===== config.mk =====
export PLATFORM = sky130hd
export DESIGN_NAME = mxb_bus_ctrl
export DESIGN_NICKNAME = d
export VERILOG_FILES = /design/src/rtl/mxb_pkg.sv /design/src/rtl/mxb_wait_unit.sv /design/src/rtl/mxb_strobe_gen.sv /design/src/rtl/mxb_ad_path.sv /design/src/rtl/mxb_bus_ctrl.sv
export SDC_FILE = /design/constraint.sdc
export NUM_CORES = 1
export LEC_CHECK = 0
export ABC_AREA = 1
export BUFFER_PORTS_ARGS = -buffer_cell sky130_fd_sc_hd__buf_2
export CORE_UTILIZATION = 50
export DETAILED_ROUTE_END_ITERATION = 8
export PLACE_DENSITY = 0.73
export SLEW_MARGIN = 0
export SYNTH_ARGS = -nofsm -noshare
export SYNTH_HDL_FRONTEND = slang
export SYNTH_SLANG_ARGS = --single-unit

===== constraint.sdc =====
create_clock -name clk -period 3.4 [get_ports clk]
set_clock_uncertainty 0.05 [all_clocks]
set_input_delay 0.68 -clock clk [delete_from_list [all_inputs] [get_ports clk]]
set_output_delay 0.68 -clock clk [all_outputs]
set_load 0.05 [all_outputs]

===== src/rtl/mxb_pkg.sv =====
package mxb_pkg;
  typedef enum logic [2:0] {
    ST_IDLE,
    ST_ADDR,
    ST_HOLD,
    ST_STB,
    ST_TAIL,
    ST_REC
  } mxb_state_e;

  // half-tick phase lengths, counted as "extra ticks beyond the first"
  localparam logic [1:0] ADDR_STRETCH = 2'd2;  // one extra T
  localparam logic [1:0] STB_SAMPLE   = 2'd1;  // sample 1 T after fall
  localparam logic [1:0] WR_RECOVER   = 2'd1;  // data hold + gap
endpackage


===== src/rtl/mxb_wait_unit.sv =====
module mxb_wait_unit #(
  parameter int WCW = 4
) (
  input  logic           clk,
  input  logic           rst,
  input  logic           load,
  input  logic [WCW-1:0] load_val,
  input  logic           decide,
  input  logic           wait_n,
  output logic           extend
);
  logic [WCW-1:0] remain_q;

  // programmable and pin-driven waits run side by side: longer one wins
  assign extend = (remain_q != '0) || !wait_n;

  always_ff @(posedge clk) begin
    if (rst) begin
      remain_q <= '0;
    end else if (load) begin
      remain_q <= load_val;
    end else if (decide && remain_q != '0) begin
      remain_q <= remain_q - 1'b1;
    end
  end
endmodule


===== src/rtl/mxb_strobe_gen.sv =====
module mxb_strobe_gen (
  input  logic       clk,
  input  logic       rst,
  input  logic       astb_nxt,
  input  logic       stb_nxt,
  input  logic       is_wr,
  input  logic [1:0] be,
  output logic       astb,
  output logic       rd_n,
  output logic       wrl_n,
  output logic       wrh_n
);
  always_ff @(posedge clk) begin
    if (rst) begin
      astb  <= 1'b0;
      rd_n  <= 1'b1;
      wrl_n <= 1'b1;
      wrh_n <= 1'b1;
    end else begin
      astb  <= astb_nxt;
      rd_n  <= !(stb_nxt && !is_wr);
      wrl_n <= !(stb_nxt && is_wr && be[0]);
      wrh_n <= !(stb_nxt && is_wr && be[1]);
    end
  end

  // only one kind of strobe active at a time
  a_r10_no_overlap: assert property (@(posedge clk) disable iff (rst)
    !(astb && (!rd_n || !wrl_n || !wrh_n)) && !(!rd_n && (!wrl_n || !wrh_n)));
endmodule


===== src/rtl/mxb_ad_path.sv =====
module mxb_ad_path #(
  parameter int W = 16
) (
  input  logic         clk,
  input  logic         rst,
  input  logic         drv_addr,
  input  logic         drv_data,
  input  logic [W-1:0] addr,
  input  logic [W-1:0] wdata,
  input  logic         capture,
  input  logic [W-1:0] ad_in,
  output logic [W-1:0] ad_out,
  output logic         oe,
  output logic [W-1:0] rdata
);
  always_ff @(posedge clk) begin
    if (rst) begin
      ad_out <= '0;
      oe     <= 1'b0;
      rdata  <= '0;
    end else begin
      oe <= drv_addr || drv_data;
      if (drv_addr)      ad_out <= addr;
      else if (drv_data) ad_out <= wdata;
      if (capture)       rdata  <= ad_in;
    end
  end
endmodule


===== src/rtl/mxb_bus_ctrl.sv =====
module mxb_bus_ctrl
  import mxb_pkg::*;
#(
  parameter int W   = 16,
  parameter int WCW = 4
) (
  input  logic           clk,
  input  logic           rst,
  input  logic           req_valid,
  output logic           req_ready,
  input  logic [W-1:0]   req_addr,
  input  logic [W-1:0]   req_wdata,
  input  logic           req_write,
  input  logic [1:0]     req_be,
  input  logic           req_addr_wait,
  input  logic [WCW-1:0] req_wait_cnt,
  output logic           rsp_done,
  output logic [W-1:0]   rsp_rdata,
  output logic           bus_astb,
  output logic           bus_rd_n,
  output logic           bus_wrl_n,
  output logic           bus_wrh_n,
  output logic [W-1:0]   bus_ad_out,
  output logic           bus_ad_oe,
  input  logic [W-1:0]   bus_ad_in,
  input  logic           bus_wait_n
);
  mxb_state_e st_q, st_n;
  logic [1:0] cnt_q, cnt_n;
  logic [W-1:0] lat_addr, lat_wdata;
  logic       lat_wr, lat_aw;
  logic [1:0] lat_be;
  logic       done_q;
  logic       accept, decide, extend;
  logic       cur_wr;
  logic [1:0] cur_be;
  logic [W-1:0] cur_addr, cur_wdata;
  logic       stb_nxt, drv_addr, drv_data;

  assign accept    = (st_q == ST_IDLE) && req_valid;
  assign decide    = (st_q == ST_STB) && (cnt_q == 2'd0);
  assign req_ready = (st_q == ST_IDLE);
  assign rsp_done  = done_q;

  // outputs are registered from next state, so the incoming request is
  // used directly on the accept edge
  assign cur_wr    = (st_q == ST_IDLE) ? req_write : lat_wr;
  assign cur_be    = (st_q == ST_IDLE) ? req_be    : lat_be;
  assign cur_addr  = (st_q == ST_IDLE) ? req_addr  : lat_addr;
  assign cur_wdata = (st_q == ST_IDLE) ? req_wdata : lat_wdata;

  always_comb begin
    st_n  = st_q;
    cnt_n = cnt_q;
    unique case (st_q)
      ST_IDLE: if (req_valid) begin
        st_n  = ST_ADDR;
        cnt_n = req_addr_wait ? ADDR_STRETCH : 2'd0;
      end
      ST_ADDR: if (cnt_q == 2'd0) st_n = ST_HOLD;
               else cnt_n = cnt_q - 1'b1;
      ST_HOLD: begin
        st_n  = ST_STB;
        cnt_n = STB_SAMPLE;
      end
      ST_STB: if (cnt_q != 2'd0) cnt_n = cnt_q - 1'b1;
              else if (extend) cnt_n = STB_SAMPLE;
              else begin
                st_n  = ST_TAIL;
                cnt_n = 2'd0;
              end
      ST_TAIL: begin
        st_n  = ST_REC;
        cnt_n = cur_wr ? WR_RECOVER : 2'd0;
      end
      ST_REC: if (cnt_q == 2'd0) st_n = ST_IDLE;
              else cnt_n = cnt_q - 1'b1;
      default: begin
        st_n  = ST_IDLE;
        cnt_n = 2'd0;
      end
    endcase
  end

  assign stb_nxt  = (st_n == ST_STB) || (st_n == ST_TAIL);
  assign drv_addr = (st_n == ST_ADDR) || (st_n == ST_HOLD);
  assign drv_data = cur_wr && (stb_nxt || (st_n == ST_REC && cnt_n != 2'd0));

  always_ff @(posedge clk) begin
    if (rst) begin
      st_q      <= ST_IDLE;
      cnt_q     <= 2'd0;
      done_q    <= 1'b0;
      lat_wr    <= 1'b0;
      lat_aw    <= 1'b0;
      lat_be    <= 2'b00;
      lat_addr  <= '0;
      lat_wdata <= '0;
    end else begin
      st_q   <= st_n;
      cnt_q  <= cnt_n;
      done_q <= (st_q == ST_REC) && (cnt_q == 2'd0);
      if (accept) begin
        lat_wr    <= req_write;
        lat_aw    <= req_addr_wait;
        lat_be    <= req_be;
        lat_addr  <= req_addr;
        lat_wdata <= req_wdata;
      end
    end
  end

  mxb_wait_unit #(.WCW(WCW)) u_wait (
    .clk(clk), .rst(rst), .load(accept), .load_val(req_wait_cnt),
    .decide(decide), .wait_n(bus_wait_n), .extend(extend)
  );

  mxb_strobe_gen u_stb (
    .clk(clk), .rst(rst), .astb_nxt(st_n == ST_ADDR), .stb_nxt(stb_nxt),
    .is_wr(cur_wr), .be(cur_be), .astb(bus_astb), .rd_n(bus_rd_n),
    .wrl_n(bus_wrl_n), .wrh_n(bus_wrh_n)
  );

  mxb_ad_path #(.W(W)) u_ad (
    .clk(clk), .rst(rst), .drv_addr(drv_addr), .drv_data(drv_data),
    .addr(cur_addr), .wdata(cur_wdata), .capture(st_q == ST_TAIL),
    .ad_in(bus_ad_in), .ad_out(bus_ad_out), .oe(bus_ad_oe), .rdata(rsp_rdata)
  );

  // address strobe width follows the latched stretch flag
  a_r2_astb_width: assert property (@(posedge clk) disable iff (rst)
    $fell(bus_astb) |-> (lat_aw ? ($past(bus_astb, 2) && $past(bus_astb, 3))
                                : !$past(bus_astb, 2)));

  // read strobe falls one half-tick after the address strobe
  a_r3_read_strobe_follows: assert property (@(posedge clk) disable iff (rst)
    ($fell(bus_astb) && !lat_wr) |=> $fell(bus_rd_n));

  // a data strobe rises only after a high wait sample
  a_r4_rise_after_wait_high: assert property (@(posedge clk) disable iff (rst)
    ($rose(bus_rd_n) || $rose(bus_wrl_n) || $rose(bus_wrh_n)) |-> $past(bus_wait_n, 2));

  // bus released while reading
  a_r5_read_released: assert property (@(posedge clk) disable iff (rst)
    !bus_rd_n |-> !bus_ad_oe);

  // completion pulse lasts one clock
  a_r9_done_single: assert property (@(posedge clk) disable iff (rst)
    rsp_done |=> !rsp_done);
endmodule


After elaboration in Yosys (flattened, before gate mapping) --
Index checks and enable logic that the tools add are counted.
Word-level totals: word-level logic and storage cells 76, output and inout bits 39, bits of input ports 60, register bits 82
Operators by class: reductions and logical operators 28, eq/ne operators 10, add/subtract/negate cells 2, mux-type cells 21
Operators by type and width (count):
- two-way mux 16 bit | 4
- case mux 3 bit (6 select lines) | 1
- two-way mux 3 bit | 5
- == test 3 x 2 -> 1 bit, second input constant | 4
- == test 3 bit, second input constant | 4
- logical AND 1 bit | 10
- two-way mux 2 bit | 5
- case mux 2 bit (5 select lines) | 1
- two-way mux 4 bit | 2
- nonzero test 2 bit | 4
- == test 3 x 1 -> 1 bit, second input constant | 2
- logical NOT 1 bit | 5
- logical OR 1 bit | 5
- nonzero test 4 bit | 1
- subtractor 4 x 1 -> 4 bit, second input constant | 1
- logical NOT 3 bit | 1
- two-way mux 1 bit | 3
- logical NOT 2 bit | 1
- OR reduction 2 bit | 1
- subtractor 2 x 1 -> 2 bit, second input constant | 1

Longest topological paths before layout --
word-level depth 11, gate-level depth with buffers 13

Hierarchy --
A second synthesis with hierarchy kept.
Unflattened totals: cells, all modules 545, area, all modules 3781.1 sq um
Modules (own cells, without submodules):
- mxb_bus_ctrl | area each 1996.9 sq um, cells each 295, instances 1
- mxb_ad_path | area each 1380.1 sq um, cells each 193, instances 1
- mxb_wait_unit | area each 276.5 sq um, cells each 41, instances 1
- mxb_strobe_gen | area each 127.6 sq um, cells each 16, instances 1

Worst setup path after synthesis --
OpenSTA, ideal clock, no wires.
kind register to output, from register st_q[0], to output req_ready, slack 1.337 ns, stages on the path, launching flop included 5, arrival 1.333 ns, data required time 2.670 ns, cells stage by stage dfxtp_1 -> nor2_2 -> nand2_1 -> inv_2 -> buf_1
On the way: cells in the longest elaborated chain, start to end 1
Ends and longest elaborated chain:
- start, declared | line mxb_bus_ctrl.sv:28 | mxb_state_e st_q, st_n;
- start signal, assigned | line mxb_bus_ctrl.sv:100 | st_q <= st_n;
- logical NOT 3 bit | line mxb_bus_ctrl.sv:42 | assign req_ready = (st_q == ST_IDLE);
- end, declared | line mxb_bus_ctrl.sv:10 | output logic req_ready,
Every way passes these cells.

Worst setup path in the final report --
from register st_q[1], to register u_ad.ad_out[4]
On the way: cells in the longest elaborated chain, start to end 9, elaborated cells on any way between the ends 32, those cells by class 10 x eq/ne; 13 x mux; 9 x reduce/logical
Ends and longest elaborated chain:
- logical NOT 3 bit
- two-way mux 1 bit | line mxb_bus_ctrl.sv:47 | assign cur_wr = (st_q == ST_IDLE) ? req_write : lat_wr;
- two-way mux 1 bit | line mxb_bus_ctrl.sv:74 | cnt_n = cur_wr ? WR_RECOVER : 2'd0;
- case mux 2 bit (5 select lines) | line mxb_bus_ctrl.sv:55 | unique case (st_q)
- nonzero test 2 bit | line mxb_bus_ctrl.sv:87 | assign drv_data = cur_wr && (stb_nxt || (st_n == ST_REC && cnt_n != 2'd0));
- logical AND 1 bit | line mxb_bus_ctrl.sv:87
- logical OR 1 bit | line mxb_bus_ctrl.sv:87
- logical AND 1 bit | line mxb_bus_ctrl.sv:87
- nonzero test 2 bit (no line)
- end signal, assigned | line mxb_ad_path.sv:23 | if (drv_addr) ad_out <= addr;
- end signal, assigned | line mxb_ad_path.sv:24 | else if (drv_data) ad_out <= wdata;
- end, declared | line mxb_ad_path.sv:12 | output logic [W-1:0] ad_out,
Parallel ways exist; a longest one is shown, timed or not. The select of a mux whose other input is x is not followed. A chain may end at the register's enable or synchronous reset.

==> impl_metrics.tcl <==
set metrics [dict create \
    status "finished, final reports clean" \
    final_area_um2 4590 \
    clockBufferDepth 2 \
    setup-violations-final 0 \
    critPathLaunchType "flop" \
    dpl.hpwl_mm 6.54 \
    ir_drop_uv 250 \
    crit_buf_inv 3 \
    hp-class "reg -> reg" \
    syn2layout_area_growth_pct 17.6 \
    synthCells 597 \
    p_sw_share_pct 39.9 \
    drv_slew 0 \
    p_per_area_nw_per_um2 667 \
    critPathRequiredTime_ns 3.60 \
    tightestPinTransition_ns 0.635 \
    cp_common_cell "inv_2" \
    met3_length_um 545 \
    antenna_found_initial 0 \
    grt_max_degree 46 \
    port_buffers 98 \
    rsz0062_at_grt "no" \
    via_count 3902 \
    path_clk_slew_ns 0.09 \
    hold_viol_final 0 \
    cts_setup_buffers 0 \
    yosysWarnings 0 \
    first_iter_violations 260 \
    diodes 0 \
    ys_ff_latch 82 \
    timing_worst_setup_path_type "reg -> reg" \
    viasPerCell 5.00 \
    syn_area_per_cell_um2 6.55 \
    wl_met2_mm 4.34 \
    period_minus_slack_ns 2.60 \
    cpLargestDelayFamily "simple AND/OR/NAND/NOR gates" \
    max_freq_ghz 0.385 \
    design.die.area_um2 8170 \
    first_pass_iters 5 \
    place_inst 765 \
    top_layer_used "met4" \
    coreArea_um2 7410 \
    drive_above_1_share_pct 21.6 \
    clockPowerShare_pct 25.5 \
    start_util_pct 52.7 \
    insertion_delay_ns 0.35 \
    end_kind "flop" \
    cap_violations 0 \
    p_leak_nw 2.28 \
    p_seq_share_pct 37.8 \
    final.setup.tns_ns 0 \
    die_w_um 90.4 \
    yosysSeqAreaShare_pct 42.0 \
    place_area_um2 4380 \
    maxSlewHeadroom_pct 57.6 \
    die_h_um 90.4 \
    cts_made_buffers 9 \
    ant_nets 0 \
    clkSinkCount 82 \
    wl_met1_mm 4.56 \
    crit_chain "inv_2, nand2_1, nor2_2, inv_2, o211ai_1, inv_2, nor2_2, nand2_2, a21oi_1, nor2_1" \
    cts_tree "yes" \
    htreeDepth 3 \
    finalCritPeriodShare_pct 76.4 \
    grt_pass1_vias 3485 \
    ctsHoldBuffers 0 \
    routedWlPerCell_um 12.3 \
    routed_wl_mm 9.60 \
    cp_max_fo 33 \
    overflow 0 \
    slowest_delay_ns 0.50 \
    synth_cell_types 31 \
    drc_errors 0 \
    crit_slowest_cell "nor2_2" \
    final_cells 781 \
    cp.arrival_ns 2.80 \
    fillers 739 \
    cts-root-buf "clkbuf_8" \
    final_common_cell "nand2_1" \
    syn-num-nets 659 \
    grt_pass1_wl_mm 16.6 \
    rows 31 \
    syn_area_um2 3910 \
    nNetsFinal 739 \
    place_congestion 0.806 \
    grt_usage_pct 24.9 \
    final_cell_mix "nand2_1, buf_2, dfxtp_1" \
    ios 99 \
    p_int_w 0.00184 \
    switching_power_w 0.00122 \
    pwr-share-comb_pct 36.8 \
    cts_resized 0 \
]
-- final cells by class --
cell class,instances,area [µm²],area share (%)
multi-input cells,425,1860,40.4
flip-flops and latches,82,1640,35.7
repair buffers,103,528,11.5
inverters,56,226,4.93
clock buffers,11,141,3.08
well taps,99,124,2.70
clock inverters,5,77.6,1.69
-- synth_stat cells (all sizes together) --
library cell / number / area [µm²]
nand2: 222 / 846
dfxtp: 82 / 1640
nor2: 60 / 235
a21oi: 59 / 295
inv: 45 / 171
o21ai: 42 / 210
nand3: 25 / 125
clkbuf: 20 / 75.1
buf: 14 / 109
clkinv: 11 / 55.1
nor3: 3 / 15.0
a31oi: 2 / 27.5
ha: 2 / 25.0
o2111ai: 2 / 17.5
or2: 2 / 12.5
a211oi: 1 / 7.51
and2: 1 / 8.76
nand3b: 1 / 7.51
nand4: 1 / 6.26
o211ai: 1 / 7.51
xor2: 1 / 8.76
-- metrics by stage --
step	utilization (%)	setup slack, ns	total power [W]	hold slack (ns)
after floorplan	-	1.34	0.00207	0.380
after global placement	59.1	0.843	0.00229	0.391
after detailed placement	59.1	0.786	0.00230	0.404
after CTS	62.0	0.771	0.00308	0.416
after global routing	62.0	0.431	0.00328	0.431
final	62.0	0.801	0.00306	0.414
-- per-layer routing --
metal | global-route usage, % | vias up
li1 | - | 2020
met1 | 34.6 | 1743
met2 | 38.9 | 126
met3 | 4.55 | 13
met4 | 8.33 | 0
met5 | 0 | -
-- flip-flops by register name (all words and copies together), names as in the netlist, 2 cells and up --
name,count
cnt_q,2
lat_be,2
u_ad.rdata,16
u_ad.ad_out,16
u_wait.remain_q,4
lat_addr,16
lat_wdata,16
st_q,3
-- power by group through the flow --
stage / sequential (W) / combinational (W) / clock (W)
floorplan: 0.00139 / 0.000684 / 0
global placement: 0.00118 / 0.00111 / 0
detailed placement: 0.00118 / 0.00112 / 0
CTS: 0.00116 / 0.00112 / 0.000795
global route: 0.00117 / 0.00126 / 0.000850
finish: 0.00116 / 0.00113 / 0.000780
-- worst paths after layout --
path              depth (start not counted)  slack, ns        endpoint       from
setup / recovery                         10       0.80  u_ad.ad_out[4]    st_q[1]
hold / removal                            2       0.41       lat_be[1]  lat_be[1]
setup reg to reg                         10       0.80  u_ad.ad_out[4]    st_q[1]
hold reg to reg                           2       0.41       lat_be[1]  lat_be[1]
-- worst reg2reg max path, delay by kind of cell (launching register included) --
| kind | cells | cell delay, ns |
|---|---|---|
| AO/OA/AOI/OAI | 2 | 0.48 |
| buffers and inverters | 3 | 0.49 |
| flip-flops | 1 | 0.34 |
| AND/OR/NAND/NOR | 5 | 1.13 |
-- kinds of logic (layout without fill, tap and decap cells) --
family / count (synthesis) / in the layout / share of synthesized area, %
compound gates: 107 / 107 / 14.5
simple gates: 315 / 315 / 32.1
flops: 82 / 82 / 42.0
buf+inv: 90 / 175 / 10.5
xor+xnor: 1 / 1 / 0.224
fa+ha+maj: 2 / 2 / 0.640
(Power assumes the default switching activity.)
